$ cat src/rtl/adc_rd_pkg.sv
package adc_rd_pkg;
   typedef enum logic [1:0] {
      ST_IDLE  = 2'd0,
      ST_SETUP = 2'd1,
      ST_SHIFT = 2'd2
   } rd_state_e;
endpackage

$ cat src/rtl/adc_rd_clkgen.sv
// Divided data clock: each phase lasts HALF_DIV system cycles while run is high.
module adc_rd_clkgen #(
   parameter int HALF_DIV = 320
) (
   input  logic clk,
   input  logic rst_n,
   input  logic run,
   output logic sclk,
   output logic rise,
   output logic fall
);
   localparam int CW = (HALF_DIV < 2) ? 1 : $clog2(HALF_DIV);
   localparam logic [CW-1:0] PH_LAST = CW'(HALF_DIV - 1);

   logic [CW-1:0] ph_cnt;
   logic          ph_end;

   if (HALF_DIV < 1) begin : g_bad_div
      $error("adc_rd_clkgen: HALF_DIV must be at least 1");
   end

   assign ph_end = run && (ph_cnt == PH_LAST);
   assign rise   = ph_end && !sclk;
   assign fall   = ph_end && sclk;

   always_ff @(posedge clk or negedge rst_n) begin
      if (!rst_n) begin
         ph_cnt <= '0;
         sclk   <= 1'b0;
      end else if (!run) begin
         ph_cnt <= '0;
         sclk   <= 1'b0;
      end else if (ph_end) begin
         ph_cnt <= '0;
         sclk   <= ~sclk;
      end else begin
         ph_cnt <= ph_cnt + 1'b1;
      end
   end

   // a phase never outlasts HALF_DIV cycles
   assert_phase_len_R3: assert property (@(posedge clk) disable iff (!rst_n)
      run |-> (ph_cnt <= PH_LAST));
endmodule

$ cat src/rtl/adc_rd_assembler.sv
// Packs data slots MSB-first and optionally checks the LSB-first replay.
module adc_rd_assembler #(
   parameter int DATA_W         = 12,
   parameter int LEAD_SLOTS     = 3,
   parameter int VERIFY_SUPPORT = 1,
   parameter int SW             = 5
) (
   input  logic              clk,
   input  logic              rst_n,
   input  logic              clear,
   input  logic              sample,
   input  logic [SW-1:0]     slot,
   input  logic              din,
   input  logic              verify,
   output logic [DATA_W-1:0] word,
   output logic              err
);
   localparam int IW = $clog2(DATA_W);
   localparam logic [SW-1:0] D_FIRST = SW'(LEAD_SLOTS);
   localparam logic [SW-1:0] D_LAST  = SW'(LEAD_SLOTS + DATA_W - 1);
   localparam logic [SW-1:0] R_FIRST = SW'(LEAD_SLOTS + DATA_W);
   localparam logic [SW-1:0] R_LAST  = SW'(LEAD_SLOTS + 2*DATA_W - 2);

   logic in_data;
   assign in_data = (slot >= D_FIRST) && (slot <= D_LAST);

   always_ff @(posedge clk or negedge rst_n) begin
      if (!rst_n)                word <= '0;
      else if (clear)            word <= '0;
      else if (sample && in_data) word <= {word[DATA_W-2:0], din};
   end

   if (VERIFY_SUPPORT != 0) begin : g_verify
      logic          in_replay;
      logic [SW-1:0] rel;
      logic [IW-1:0] ref_idx;
      assign in_replay = verify && (slot >= R_FIRST) && (slot <= R_LAST);
      assign rel       = slot - R_FIRST + 1'b1;
      assign ref_idx   = rel[IW-1:0];

      always_ff @(posedge clk or negedge rst_n) begin
         if (!rst_n)      err <= 1'b0;
         else if (clear)  err <= 1'b0;
         else if (sample && in_replay && (din != word[ref_idx])) err <= 1'b1;
      end

      // the compare flag never arises outside verify mode
      assert_err_mode_R7: assert property (@(posedge clk) disable iff (!rst_n)
         (!verify && !clear && !err) |=> !err);
   end else begin : g_no_verify
      assign err = 1'b0;
   end
endmodule

$ cat src/rtl/adc_serial_reader.sv
module adc_serial_reader #(
   parameter int DATA_W          = 12,
   parameter int LEAD_SLOTS      = 3,
   parameter int HALF_DIV        = 320,
   parameter int SETUP_CYC       = 6,
   parameter int SYS_CLK_HZ      = 200_000_000,
   parameter int CLK_PER_SAMPLE  = 16,
   parameter int MAX_SAMPLE_HZ   = 20_000,
   parameter int VERIFY_SUPPORT  = 1
) (
   input  logic              clk,
   input  logic              rst_n,
   input  logic              start,
   input  logic              verify_en,
   input  logic              sdata,
   output logic              cs_n,
   output logic              sclk,
   output logic              busy,
   output logic [DATA_W-1:0] result,
   output logic              valid,
   output logic              mismatch
);
   import adc_rd_pkg::*;

   localparam int NORM_LAST = LEAD_SLOTS + DATA_W - 1;
   localparam int VER_LAST  = LEAD_SLOTS + 2*DATA_W - 2;
   localparam int SW        = $clog2(VER_LAST + 2);
   localparam int STW       = (SETUP_CYC < 2) ? 1 : $clog2(SETUP_CYC);
   localparam int RATE_HZ   = SYS_CLK_HZ / (2 * HALF_DIV * CLK_PER_SAMPLE);

   if (DATA_W < 2) begin : g_bad_w
      $error("adc_serial_reader: DATA_W must be at least 2");
   end
   if (SETUP_CYC < 1) begin : g_bad_setup
      $error("adc_serial_reader: SETUP_CYC must be at least 1");
   end
   if (RATE_HZ > MAX_SAMPLE_HZ) begin : g_bad_rate
      $error("adc_serial_reader: divider gives a sample rate above the limit");
   end

   rd_state_e          state;
   logic [STW-1:0]     setup_cnt;
   logic [SW-1:0]      slot;
   logic               verify_q;
   logic               last_seen;
   logic               cs_n_q;
   logic               valid_q;
   logic [DATA_W-1:0]  result_q;
   logic               mism_q;
   logic               run, rise, fall, clear;
   logic [DATA_W-1:0]  word;
   logic               err;
   logic [SW-1:0]      end_slot;

   assign run      = (state == ST_SHIFT);
   assign clear    = (state == ST_IDLE) && start;
   assign end_slot = verify_q ? SW'(VER_LAST) : SW'(NORM_LAST);

   adc_rd_clkgen #(.HALF_DIV(HALF_DIV)) u_clkgen (
      .clk(clk), .rst_n(rst_n), .run(run),
      .sclk(sclk), .rise(rise), .fall(fall)
   );

   adc_rd_assembler #(
      .DATA_W(DATA_W), .LEAD_SLOTS(LEAD_SLOTS),
      .VERIFY_SUPPORT(VERIFY_SUPPORT), .SW(SW)
   ) u_asm (
      .clk(clk), .rst_n(rst_n), .clear(clear), .sample(rise),
      .slot(slot), .din(sdata), .verify(verify_q),
      .word(word), .err(err)
   );

   always_ff @(posedge clk or negedge rst_n) begin
      if (!rst_n) begin
         state     <= ST_IDLE;
         setup_cnt <= '0;
         slot      <= '0;
         verify_q  <= 1'b0;
         last_seen <= 1'b0;
         cs_n_q    <= 1'b1;
         valid_q   <= 1'b0;
         result_q  <= '0;
         mism_q    <= 1'b0;
      end else begin
         valid_q <= 1'b0;
         unique case (state)
            ST_IDLE: begin
               if (start) begin
                  cs_n_q    <= 1'b0;
                  verify_q  <= verify_en && (VERIFY_SUPPORT != 0);
                  setup_cnt <= '0;
                  slot      <= '0;
                  last_seen <= 1'b0;
                  state     <= ST_SETUP;
               end
            end
            ST_SETUP: begin
               if (setup_cnt == STW'(SETUP_CYC - 1)) state <= ST_SHIFT;
               else                                  setup_cnt <= setup_cnt + 1'b1;
            end
            ST_SHIFT: begin
               if (rise) begin
                  slot <= slot + 1'b1;
                  if (slot == end_slot) last_seen <= 1'b1;
               end
               if (fall && last_seen) begin
                  state    <= ST_IDLE;
                  cs_n_q   <= 1'b1;
                  valid_q  <= 1'b1;
                  result_q <= word;
                  mism_q   <= err;
               end
            end
            default: state <= ST_IDLE;
         endcase
      end
   end

   assign cs_n     = cs_n_q;
   assign busy     = (state != ST_IDLE);
   assign valid    = valid_q;
   assign result   = result_q;
   assign mismatch = mism_q;

   // cycles select has been low, saturating; used only by the setup check
   logic [15:0] cs_low_cnt;
   always_ff @(posedge clk or negedge rst_n) begin
      if (!rst_n)               cs_low_cnt <= '0;
      else if (cs_n_q)          cs_low_cnt <= '0;
      else if (~&cs_low_cnt)    cs_low_cnt <= cs_low_cnt + 1'b1;
   end

   assert_clk_gated_R3: assert property (@(posedge clk) disable iff (!rst_n)
      sclk |-> !cs_n);
   assert_setup_time_R2: assert property (@(posedge clk) disable iff (!rst_n)
      $rose(sclk) |-> (cs_low_cnt >= 16'(SETUP_CYC)));
   assert_valid_pulse_R6: assert property (@(posedge clk) disable iff (!rst_n)
      valid |=> !valid);
   assert_valid_idle_R6: assert property (@(posedge clk) disable iff (!rst_n)
      valid |-> (cs_n && !busy));
   assert_result_hold_R6: assert property (@(posedge clk) disable iff (!rst_n)
      !valid |-> ($stable(result) && $stable(mismatch)));
   assert_no_restart_R8: assert property (@(posedge clk) disable iff (!rst_n)
      (run && start) |=> (state != ST_SETUP));
   assert_sel_busy_R2: assert property (@(posedge clk) disable iff (!rst_n)
      !cs_n |-> busy);
endmodule

$ cat config.mk
export PLATFORM = sky130hd
export DESIGN_NAME = adc_serial_reader
export DESIGN_NICKNAME = d
export VERILOG_FILES = /design/src/rtl/adc_rd_pkg.sv /design/src/rtl/adc_rd_clkgen.sv /design/src/rtl/adc_rd_assembler.sv /design/src/rtl/adc_serial_reader.sv
export SDC_FILE = /design/constraint.sdc
export NUM_CORES = 1
export LEC_CHECK = 0
export ABC_AREA = 0
export BUFFER_PORTS_ARGS = -buffer_cell sky130_fd_sc_hd__buf_2
export CAP_MARGIN = 20
export CORE_UTILIZATION = 65
export CTS_BUF_LIST = sky130_fd_sc_hd__clkbuf_2
export CTS_CLUSTER_DIAMETER = 30
export DETAILED_ROUTE_END_ITERATION = 8
export GPL_TIMING_DRIVEN = 0
export PLACE_DENSITY_LB_ADDON = 0.2
export SLEW_MARGIN = 5
export SYNTH_ARGS = -nofsm -noshare
export SYNTH_HDL_FRONTEND = slang
export SYNTH_SLANG_ARGS = --single-unit
$ cat constraint.sdc
create_clock -name clk -period 4.47 [get_ports clk]
set_clock_uncertainty 0.1 [all_clocks]
set_input_delay 0.2235 -clock clk [delete_from_list [all_inputs] [get_ports clk]]
set_output_delay 0.2235 -clock clk [all_outputs]
set_load 0.01 [all_outputs]
Word-level counts from Yosys, hierarchy flattened

Cells that the tools add are included.

Register bits: 50
Input bits: 5
Output and inout bits: 17
Logic and storage cells: 91

Add/subtract/negate cells: 5
Magnitude comparators: 5
Equal/unequal tests: 13
Multiplexer cells: 29
Bitwise operators: 1
Reductions and logical operators: 25

Operators with widths:

| kind                                                                              | count |
|---|---|
| 12-bit two-way mux                                                                | 2 |
| 9-bit two-way mux                                                                 | 2 |
| 5-bit two-way mux                                                                 | 3 |
| 2-bit inequality test (second input constant)                                     | 6 |
| 3-bit AND reduction                                                               | 4 |
| 1-bit logical AND                                                                 | 11 |
| 1-bit two-way mux                                                                 | 11 |
| 5-bit case mux with 2 select lines                                                | 1 |
| 2-bit nonzero test                                                                | 5 |
| 9-bit by 1-bit adder with 9-bit output (second input constant)                    | 1 |
| 9-bit == test (second input constant)                                             | 1 |
| 2-bit two-way mux                                                                 | 3 |
| 3-bit two-way mux                                                                 | 2 |
| 2-bit case mux with 3 select lines                                                | 1 |
| 3-bit case mux with 2 select lines                                                | 1 |
| 5-bit by 1-bit adder with 5-bit output (second input constant)                    | 1 |
| 5-bit == test                                                                     | 1 |
| 5-bit by 2-bit >= comparator with 1-bit output (second input constant)            | 1 |
| 5-bit by 4-bit >= comparator with 1-bit output (second input constant)            | 1 |
| 5-bit by 4-bit less-or-equal comparator with 1-bit output (second input constant) | 1 |
| 5-bit less-or-equal comparator (second input constant)                            | 1 |
| 4-bit by 5-bit < comparator with 1-bit output (second input constant)             | 1 |
| 4-bit by 1-bit adder with 4-bit output (second input constant)                    | 1 |
| 1-bit binary-select mux with 4-bit select                                         | 1 |
| other kinds (13)                                                                  | 15 |

Longest topological paths before layout

Gate-level depths: netlist of run 1.

Word-level depth: 8
Mapped depth: 9
Depth with buffers taken out: 7

By module

Synthesis of run 1 repeated with hierarchy kept, for this count alone.

Cell total of the unflattened synthesis: 222
Area total of the unflattened synthesis: 2534.9 um2

By module, submodules not included:

| module            | instances | cells an instance | area each (um2) | sequential area each (um2) |
|---|---|---|---|---|
| adc_serial_reader | 1         | 100               | 1197.4          | 676.9 |
| adc_rd_assembler  | 1         | 73                | 823.3           | 325.3 |
| adc_rd_clkgen     | 1         | 49                | 514.2           | 250.2 |

Worst setup path after synthesis of run 1

Ideal clock, no wire load.

Path kind: register to register
Start: register u_clkgen.ph_cnt[7]
End: register result_q[10] (netlist: result[10])
Library setup time: 0.125 ns
Arrival time: 1.928 ns
Required time: 4.245 ns
Setup slack: 2.317 ns
Stages on the path, launching flop included: 6
Path buffers: 1
Clock period less this slack: 2.153 ns
Path through: dfrtp_1 or3b_1 or3_4 nor3_4 buf_8 mux2_4

Longest elaborated chain between the ends: 5

RTL lines:

| element                       | RTL line                 | text |
|---|---|---|
| start: declaration            | adc_rd_clkgen.sv:15      | `logic [CW-1:0] ph_cnt;` |
| start signal: assignment      | adc_rd_clkgen.sv:37      | `ph_cnt <= ph_cnt + 1'b1;` |
| 9-bit == test                 | adc_rd_clkgen.sv:22      | `assign ph_end = run && (ph_cnt == PH_LAST);` |
| 1-bit logical AND             | adc_rd_clkgen.sv:22      |  |
| 1-bit logical AND             | adc_rd_clkgen.sv:24      | `assign fall = ph_end && sclk;` |
| 1-bit logical AND             | adc_serial_reader.sv:106 | `if (fall && last_seen) begin` |
| 2-bit AND reduction (no line) | -                        |  |
| end signal: assignment        | adc_serial_reader.sv:110 | `result_q <= word;` |
| end: declaration              | adc_serial_reader.sv:48  | `logic [DATA_W-1:0] result_q;` |

Every way passes these cells.
A chain may end at the register's enable or synchronous reset.

Worst setup path in the final report of run 1

Start: register slot[1]
End: register u_asm.word[11]

Longest elaborated chain between the ends: 4
Elaborated cells between the ends (all ways): 5
Those cells by class: order compare: 2; reduce/logical: 3

RTL lines:

| element                                                                                                                     | RTL line                 | text |
|---|---|---|
| start: declaration                                                                                                          | adc_serial_reader.sv:43  | `logic [SW-1:0] slot;` |
| start signal: assignment                                                                                                    | adc_serial_reader.sv:103 | `slot <= slot + 1'b1;` |
| 5-bit by 2-bit >= comparator with 1-bit output or 5-bit by 4-bit less-or-equal comparator with 1-bit output (tied branches) | adc_rd_assembler.sv:25   | `assign in_data = (slot >= D_FIRST) && (slot <= D_LAST);` |
| 1-bit logical AND *                                                                                                         | adc_rd_assembler.sv:25   |  |
| 1-bit logical AND *                                                                                                         | adc_rd_assembler.sv:30   | `else if (sample && in_data) word <= {word[DATA_W-2:0], din};` |
| 2-bit nonzero test (no line) *                                                                                              | -                        |  |
| end signal: assignment                                                                                                      | adc_rd_assembler.sv:30   |  |
| end: declaration                                                                                                            | adc_rd_assembler.sv:15   | `output logic [DATA_W-1:0] word,` |

Mark *: on every way between the ends. The rest lies on a longest branch, timed or not.

==> impl_metrics.tcl, run 1 <==
set metrics [dict create \
    leakagePower_nw 1.30 \
    antenna_found_initial 0 \
    syn_area_mm2 0.00250 \
    slew_viol_final 0 \
    grt_overflow_total 0 \
    drc_errors 0 \
    status "finished clean" \
    syn_inst 228 \
    max_freq_ghz 0.410 \
    critical_path.endpoint_type "flip-flop" \
    dpl.hpwl_um 3190 \
    r2r_slack_ps 2030 \
    cpMaxStageDelayCell "dfrtp_1" \
    gp_congestion 0.864 \
    rr_startpoint "slot[1]$_DFFE_PN0P_" \
    io_pins 22 \
    clockRootBuffer "clkbuf_2" \
    synth_cell_types 44 \
    drive_gt1_share_pct 22.2 \
    worstMarginPinSlew_ps 621 \
    die_area_mm2 0.00410 \
    path_class "flip-flop to flip-flop" \
    reg2reg_depth 7 \
    critical_path.top_delay_family "compound AO/OA/AOI/OAI gates" \
    cp-endpoint "u_asm.word[11]$_DFFE_PN0P_" \
    start_kind "flip-flop" \
    final_cells 309 \
    hold_violations 0 \
    async_flop_share_pct 100 \
    syn2layout_area_growth_pct 11.7 \
    grtUsageTotal_pct 24.8 \
    hold-worst-slack_ps 31.6 \
    via_count 1825 \
    yosys_warnings 0 \
    cts.clk_slew.worst_paths_ps 250 \
    fp.dieH_um 64.0 \
    wire_per_inst_um 15.2 \
    core_area_mm2 0.00366 \
    worstPathArrival_ps 2720 \
    initial_utilization_pct 68.3 \
    cp-startpoint "slot[1]$_DFFE_PN0P_" \
    synthFlopType "dfrtp_1" \
    num_rows 22 \
    nets 276 \
    cts_buffers 5 \
    final_util_pct 76.3 \
    grt_max_degree 51 \
    critical_path_buf_inv_count 1 \
    path_cells "ha_1, a2111oi_0, a311oi_1, nand2_1, clkbuf_1, nand2_1, a21oi_1" \
    slowest_delay_ps 600 \
    dp.cells 297 \
    p_per_area_mw_per_mm2 366 \
    routed_via_density 5.91 \
    drtPass1Iterations 4 \
    final.setup.tns_ps 0 \
    clockBufferDepth 2 \
    timing.final.crit_share_pct 54.5 \
    cp_max_fo 10 \
    antenna_cells 0 \
    tritoncts "done" \
    port_buffers 21 \
    period_needed_ps 2440 \
    slew_headroom_pct 58.6 \
    rsz0062_at_grt "false" \
    clock_latency_ps 440 \
    crit_top_cell "nand2_1" \
    drtIter0Drc 157 \
    reg2reg_to "u_asm.word[11]$_DFFE_PN0P_" \
    synth-edff-count 0 \
    antenna_left 0 \
    synth-seq-area-share_pct 50.1 \
    fp.dieW_um 64.0 \
    report.final.setup_viol 0 \
    htreeDepth 2 \
    max_cap_violations 0 \
    synth-seq-cells 50 \
    syn_area_per_cell_um2 11.0 \
    syn-num-nets 244 \
    crit_required_ps 4750 \
    grt_pass1_vias 1621 \
    peakVddDrop_mv 0.214 \
    grt_pass1_wl_um 7730 \
    worstHoldStart "start" \
    worstSetupPathDepth 7 \
    cts_sinks 50 \
    min-delay-path-class "input pin to flip-flop" \
    drt-total-wl_um 4690 \
]
repair_timing:
action,in CTS,in global routing
resized for setup,0,0
setup endpoints to repair,0,0
hold buffers,3,0
setup buffers,0,0
hold endpoints to repair,52,0
sequential cells by signal (all words and copies together) (netlist names):
signal / flops
cs_n: 1
last_seen: 1
mismatch: 1
result: 12
setup_cnt: 3
slot: 5
state: 2
u_asm.err: 1
u_asm.word: 12
u_clkgen.ph_cnt: 9
u_clkgen.sclk: 1
valid: 1
verify_q: 1
kinds of logic after synthesis:
logic type	synth area share (%)
AOI/OAI and AO/OA	8.96
and+or+nand+nor	17.4
adders and majority gates	5.51
xor gates and xnor gates	3.15
buffers and inverters	3.50
DFF	50.1
muxes	11.4
layout by cell type, fill, tap and decap left out, types with 5 or more instances in the layout:
cell      netlist  layout
o21ai_0         5       5
a21oi_1        14      14
buf_2           4      25
nand2_1        27      27
dfrtp_1        49      49
nand3_1        18      18
clkbuf_1        6       6
mux2_4          8       8
mux2_2          5       5
nor2_1         14      14
xor2_1          5       5
ha_1           11      11
inv_1           8       8
clkbuf_2        0       5
layout make-up:
| type | count | area, µm² |
|---|---|---|
| Tap cell | 48 | 60.1 |
| Inverter | 8 | 30.0 |
| Buffer | 11 | 57.6 |
| Timing Repair Buffer | 25 | 163 |
| Fill cell | 262 | 868 |
| Multi-Input combinational cell | 159 | 1160 |
| Sequential cell | 50 | 1250 |
| Clock inverter | 3 | 45.0 |
| Clock buffer | 5 | 25.0 |
cells in the mapped netlist (all sizes together), types with 3 or more instances:
cell | count | share of area (%)
nand3 | 18 | 3.6
a21oi | 14 | 2.8
nor2 | 14 | 2.1
nand2b | 4 | 1.0
o21ai | 5 | 1.0
mux2i | 4 | 1.6
mux4 | 3 | 2.7
clkbuf | 6 | 0.90
and3 | 4 | 1.0
buf | 5 | 1.4
ha | 11 | 5.5
nand2 | 27 | 4.1
inv | 8 | 1.2
nor2b | 3 | 0.75
xnor2 | 4 | 1.4
mux2 | 13 | 7.1
xor2 | 5 | 1.8
dfrtp | 49 | 49
per-layer routing:
| metal | routed length [µm] | vias to the layer above | global-route usage, % |
|---|---|---|---|
| li1 | - | 873 | - |
| met1 | 2170 | 886 | 35.3 |
| met2 | 2180 | 55 | 37.1 |
| met3 | 272 | 11 | 6.79 |
| met4 | 68 | 0 | 7.10 |
| met5 | 0 | - | 0 |
metrics by stage:
step | setup WS [ps] | area, µm² | total power (W)
after global routing | 1820 | 2790 | 0.00108
after CTS | 2080 | 2770 | 0.00102
after global placement | 2200 | 2670 | 0.000771
after floorplan | 2320 | 2500 | 0.000716
final | 2030 | 2790 | 0.00102
after detailed placement | 2130 | 2670 | 0.000781
worst min-delay path by stage:
stage	cells past startpoint	end	slack (ps)
final	4	setup_cnt[2]$_DFFE_PN0P_	30
after global routing	4	setup_cnt[2]$_DFFE_PN0P_	30
after CTS	4	setup_cnt[2]$_DFFE_PN0P_	30
after detailed placement	3	verify_q$_DFFE_PN0P_	330
after global placement	3	verify_q$_DFFE_PN0P_	320
after floorplan	0	last_seen$_DFFE_PN0P_	-170
report_power, final:
group / switching (W) / leakage (nW) / internal [W]
clock: 0.000147 / 0.0352 / 0.0000937
combinational: 0.000134 / 0.586 / 0.000103
sequential: 0.0000460 / 0.681 / 0.000499
tightest hold or removal path, delay by kind of cell:
kind,cells,cell delay (ps)
buffers and inverters,1,80
AND/OR/NAND/NOR,2,130
AO/OA/AOI/OAI,1,140
(Power assumes the default switching activity.)
==> run 2: changes to the inputs <==
--- a/config.mk
+++ b/config.mk
@@ -8,7 +8,7 @@
 export ABC_AREA = 0
 export BUFFER_PORTS_ARGS = -buffer_cell sky130_fd_sc_hd__buf_2
 export CAP_MARGIN = 20
-export CORE_UTILIZATION = 65
+export CORE_UTILIZATION = 55
 export CTS_BUF_LIST = sky130_fd_sc_hd__clkbuf_2
 export CTS_CLUSTER_DIAMETER = 30
 export DETAILED_ROUTE_END_ITERATION = 8
==> constraint.sdc (replaced) <==
create_clock -name clk -period 2 [get_ports clk]
set_clock_uncertainty 0.1 [all_clocks]
set_input_delay 0.1 -clock clk [delete_from_list [all_inputs] [get_ports clk]]
set_output_delay 0.1 -clock clk [all_outputs]
set_load 0.01 [all_outputs]
==> run 2 against run 1 <==
The run now ends with setup timing left. Maximum frequency up 14%. Non-clock buffer count up 29. First-iteration DRC count down 34%.
==> impl_metrics.tcl, run 2 (synthesis gave the netlist of run 1 again) <==
set metrics [dict create \
    path_class "flip-flop to flip-flop" \
    grt_pass1_vias 1739 \
    min-delay-path-class "input pin to asynchronous set/reset pin" \
    tritoncts "done" \
    fp.dieW_um 69.4 \
    grtUsageTotal_pct 22.1 \
    critical_path.endpoint_type "flip-flop" \
    die_area_mm2 0.00482 \
    cp_max_fo 5 \
    wire_per_inst_um 16.9 \
    max_freq_ghz 0.468 \
    grt_pass1_wl_um 8420 \
    seqPwrFrac_pct 53.2 \
    drt-total-wl_um 5780 \
    dpl.hpwl_um 3130 \
    grt_overflow_total 0 \
    peakVddDrop_mv 0.641 \
    worstMarginPinSlew_ps 554 \
    p_int_w 0.00153 \
    slowest_delay_ps 440 \
    violations "setup timing" \
    total_power_w 0.00233 \
    drive_gt1_share_pct 45.5 \
    clockRootBuffer "clkbuf_2" \
    cts.clk_slew.worst_paths_ps 250 \
    p_clk_share_pct 17.3 \
    seqCellArea_mm2 0.00126 \
    dp_slack_ps -348 \
    report.final.setup_viol 22 \
    slew_headroom_pct 63.1 \
    initial_utilization_pct 57.4 \
    multiInputGateArea_mm2 0.00139 \
    final_common_cell "dfrtp_1" \
    fp.dieH_um 69.4 \
    nets 305 \
    grt_max_degree 51 \
    port_buffers 21 \
    final_cell_mix "dfrtp_1, buf_2, buf_4, nand2_1" \
    clock_latency_ps 440 \
    routed_via_density 5.77 \
    start_kind "flip-flop" \
    layout_setup_ws_ps -138 \
    drc_errors 0 \
    critical_path.top_delay_family "simple AND/OR/NAND/NOR gates" \
    drtIter0Drc 104 \
    antenna_cells 0 \
    syn2layout_area_growth_pct 34.2 \
    core_area_mm2 0.00435 \
    period_needed_ps 2140 \
    drtPass1Iterations 4 \
    io_pins 22 \
    status "complete, but fails checks" \
    final.setup.tns_ps -1820 \
    via_count 1974 \
    crit_required_ps 2250 \
    cpMaxStageDelayCell "dfrtp_1" \
    worstPathArrival_ps 2380 \
    timing.final.crit_share_pct 107 \
    antenna_left 0 \
    critical_path_buf_inv_count 2 \
    htreeDepth 2 \
    slew_viol_final 0 \
    fill_cells 271 \
    path_cells "or3b_4, or3_4, nor3_4, buf_12, buf_8, mux2_4" \
    hold_violations 0 \
    max_cap_violations 0 \
    leakagePower_nw 1.54 \
    final_util_pct 77.1 \
    gp_congestion 0.813 \
    num_rows 24 \
    antenna_found_initial 0 \
    clockBufferDepth 2 \
    p_per_area_mw_per_mm2 695 \
    cts_buffers 5 \
    switchingPower_w 0.000803 \
    power.share.switching_pct 34.5 \
    cts_sinks 50 \
    power.share.combinational_pct 29.5 \
    rsz0062_at_grt "true" \
]
-- run 2: cell types whose count changed in the layout (fill, tap and decap cells not counted), moves of 4 or more --
cell / delta
clkbuf_1: -6
a21oi_1: -10
buf_2: -4
buf_6: +9
mux2_2: -5
buf_4: +21
nand2_1: -9
nand3_2: +7
mux2_4: +5
nand3_1: -8
nand2_2: +5
a21oi_2: +10
-- run 2: power groups by stage --
stage	logic [W]	registers [W]	clock network, W
floorplan	0.000395	0.00120	0
global placement	0.000495	0.00123	0
detailed placement	0.000514	0.00123	0
CTS	0.000582	0.00122	0.000410
global route	0.000765	0.00126	0.000442
finish	0.000687	0.00124	0.000403
-- run 2: metrics by stage --
step | hold WS, ps | instance area, µm² | std cells
after floorplan | -296 | 2500 | 228
after global placement | 196 | 2670 | 301
after detailed placement | 199 | 2670 | 301
after CTS | 274 | 2940 | 328
after global routing | 80.9 | 3360 | 342
final | 36.3 | 3360 | 342
-- run 2: per-layer routing --
metal  vias to the layer above  GRT usage [%]  part of all wire, %
li1                        935              -                    -
met4                         0           9.98                  1.5
met5                         -              0                    0
met2                        59           32.3                   47
met3                         9           3.34                  4.3
met1                       971           32.7                   47
-- run 2: layout make-up --
type / instances / share of cell area (%)
inverters: 8 / 0.895
multi-input cells: 159 / 41.5
repair buffers: 56 / 13.7
clock inverters: 3 / 0.485
well taps: 52 / 1.94
flip-flops and latches: 50 / 37.4
clock buffers: 5 / 0.746
plain buffers: 9 / 3.24
-- run 2: worst reg2reg max path: stages, from the launching register on --
cell     delay, ps
dfrtp_1        440
or3b_4         430
or3_4          360
nor3_4         160
buf_12         150
buf_8          130
mux2_4         300
-- run 2: final timing paths --
path	slack [ps]	depth (start not counted)	to	startpoint
worst min-delay path	40	2	u_clkgen.ph_cnt[0]$_DFF_PN0_	rst_n
worst max register to register	-140	6	result[4]$_DFFE_PN0P_	u_clkgen.ph_cnt[6]$_DFF_PN0_
worst min register to register	430	1	cs_n$_DFFE_PN1P_	cs_n$_DFFE_PN1P_
worst max-delay path	-140	6	result[4]$_DFFE_PN0P_	u_clkgen.ph_cnt[6]$_DFF_PN0_
min in group clk	280	4	verify_q$_DFFE_PN0P_	verify_en
max in group asynchronous	1140	3	cs_n$_DFFE_PN1P_	rst_n
-- run 2: what timing repair did --
| action | 4_1_cts | 5_1_grt |
|---|---|---|
| gates cloned | 0 | 3 |
| gates resized for setup | 27 | 62 |
| endpoints found under the setup margin | 33 | 34 |
| setup buffers | 16 | 11 |
| endpoints found under the hold margin | 55 | 0 |
| pin swaps | 3 | 18 |
| hold buffers | 4 | 0 |
==> run 3: changes to the inputs <==
--- a/config.mk
+++ b/config.mk
@@ -8,7 +8,7 @@
 export ABC_AREA = 0
 export BUFFER_PORTS_ARGS = -buffer_cell sky130_fd_sc_hd__buf_2
 export CAP_MARGIN = 20
-export CORE_UTILIZATION = 55
+export CORE_UTILIZATION = 45
 export CTS_BUF_LIST = sky130_fd_sc_hd__clkbuf_2
 export CTS_CLUSTER_DIAMETER = 30
 export DETAILED_ROUTE_END_ITERATION = 8
==> run 3 against run 2 <==
The run still ends with setup timing left. Non-clock buffer count is 6 lower. Combinational power is 14% lower. Setup slack better by 57 ps. Global-route usage is 3.1 points lower. Cell area is 5.6% lower. Worst hold slack better by 52 ps. Clock-buffer cell count is 2 higher. Routed wire length is 9.6% lower. Sequential share of layout area is 2.2 points higher. Maximum frequency is 2.7% higher. Largest power group unchanged. Highest routed layer unchanged.
==> impl_metrics.tcl, run 3 (synthesis gave the netlist of run 1 again) <==
set metrics [dict create \
    dpl-instance-area_mm2 0.00271 \
    final_cell_mix "dfrtp_1, nand2_1, buf_2, buf_4, nand3_1" \
    worstPathArrival_ps 2320 \
    dp_slack_ps -387 \
    path_cells "or3b_4, or3_4, nor3_4, buf_8, mux2_4" \
    report.final.setup_viol 14 \
    syn2layout_area_growth_pct 26.7 \
    antenna_found_initial 0 \
    num_rows 26 \
    clockRootBuffer "clkbuf_2" \
    antenna_left 0 \
    slew_viol_final 0 \
    tritoncts "done" \
    die_area_mm2 0.00586 \
    max_freq_ghz 0.481 \
    max_cap_violations 0 \
    r2r_slack_ps -80 \
    cp_max_fo 9 \
    drtPass1Iterations 4 \
    fill_cells 443 \
    wire_per_inst_um 14.8 \
    initial_utilization_pct 47.7 \
    drc_errors 0 \
    worstMarginPinSlew_ps 538 \
    critical_path.endpoint_type "flip-flop" \
    peakVddDrop_mv 0.498 \
    start_kind "flip-flop" \
    grt_overflow_total 0 \
    clock_latency_ps 420 \
    hold_violations 0 \
    multiInputGateArea_mm2 0.00128 \
    crit_required_ps 2240 \
    final.setup.tns_ps -813 \
    final_util_pct 60.5 \
    grt_pass1_vias 1762 \
    timing.final.crit_share_pct 104 \
    leakagePower_nw 1.48 \
    slowest_delay_ps 440 \
    cts.clk_slew.worst_paths_ps 240 \
    dpl.hpwl_um 3170 \
    drt-total-wl_um 5230 \
    nets 299 \
    io_pins 22 \
    fp.dieH_um 76.5 \
    stdcell_area_mm2 0.00317 \
    final_common_cell "dfrtp_1" \
    routed_via_density 5.31 \
    cts_sinks 50 \
    antenna_cells 0 \
    clockBufferDepth 2 \
    via_count 1880 \
    layout_setup_ws_ps -80.7 \
    hold-worst-slack_ps 88.3 \
    cpMaxStageDelayCell "dfrtp_1" \
    period_needed_ps 2080 \
    port_buffers 21 \
    seqCellArea_mm2 0.00126 \
    drive_gt1_share_pct 36.6 \
    core_area_mm2 0.00524 \
    violations "setup timing" \
    rsz0062_at_grt "true" \
    status "complete, but fails checks" \
    min-delay-path-class "input pin to asynchronous set/reset pin" \
    grtUsageTotal_pct 19.1 \
    path_class "flip-flop to flip-flop" \
    p_per_area_mw_per_mm2 744 \
    drtIter0Drc 97 \
    gp_congestion 0.816 \
    reg2reg_depth 5 \
    grt_pass1_wl_um 8740 \
    slew_headroom_pct 64.0 \
    htreeDepth 2 \
    grt_max_degree 39 \
    cts_buffers 5 \
    fp.dieW_um 76.5 \
]
## run 3: cell types whose count changed in the layout (fill, tap and decap cells not counted), sizes merged
cell         change
buf              -5
bufinv           +1
clkinv           -2
clkinvlp         -1
dlygate4sd3      +1
## run 3: stage by stage
step / cells / power, W
floorplan: 228 / 0.00160
global placement: 319 / 0.00173
detailed placement: 320 / 0.00175
CTS: 347 / 0.00235
global route: 354 / 0.00251
finish: 354 / 0.00236
## run 3: worst max-delay path: cells and delay by family (launching register included)
kind	cells	cell delay [ps]
muxes	1	300
buffers and inverters	1	190
and+or+nand+nor	3	950
DFF	1	440
## run 3: worst paths after layout
kind / start / endpoint
worst max-delay path: u_clkgen.ph_cnt[7]$_DFF_PN0_ / result[10]$_DFFE_PN0P_
worst min-delay path: rst_n / u_clkgen.ph_cnt[7]$_DFF_PN0_
worst max register to register: u_clkgen.ph_cnt[7]$_DFF_PN0_ / result[10]$_DFFE_PN0P_
worst min register to register: cs_n$_DFFE_PN1P_ / cs_n$_DFFE_PN1P_
max in group asynchronous: rst_n / state[0]$_DFFE_PN0P_
min in group clk: verify_en / verify_q$_DFFE_PN0P_
## run 3: what timing repair did
item / 4_1_cts / 5_1_grt
hold buffers: 5 / 0
resized for setup: 27 / 28
setup endpoints to repair: 34 / 30
pin swaps: 2 / 6
setup buffers: 16 / 6
endpoints found under the hold margin: 55 / 0
cloned: 0 / 1
## run 3: power by group
part	switching, W	internal, W	total [W]
Sequential	0.000116	0.00112	0.00123
Clock	0.000306	0.000222	0.000528
Combinational	0.000305	0.000289	0.000594
Total	0.000727	0.00163	0.00236
## run 3: layout make-up
cell class                      count  area share [%]
Clock buffer                        7            1.11
Tap cell                           70            2.76
Inverter                            8           0.948
Clock inverter                      1           0.948
Buffer                              9            2.76
Multi-Input combinational cell    159            40.4
Sequential cell                    50            39.7
Timing Repair Buffer               50            11.5
## run 3: layer usage
metal / GRT usage [%] / vias to the layer above / wire [µm]
li1: - / 917 / -
met1: 27.8 / 931 / 2640
met2: 28.8 / 27 / 2400
met3: 3.59 / 5 / 125
met4: 5.77 / 0 / 65
met5: 0 / - / 0
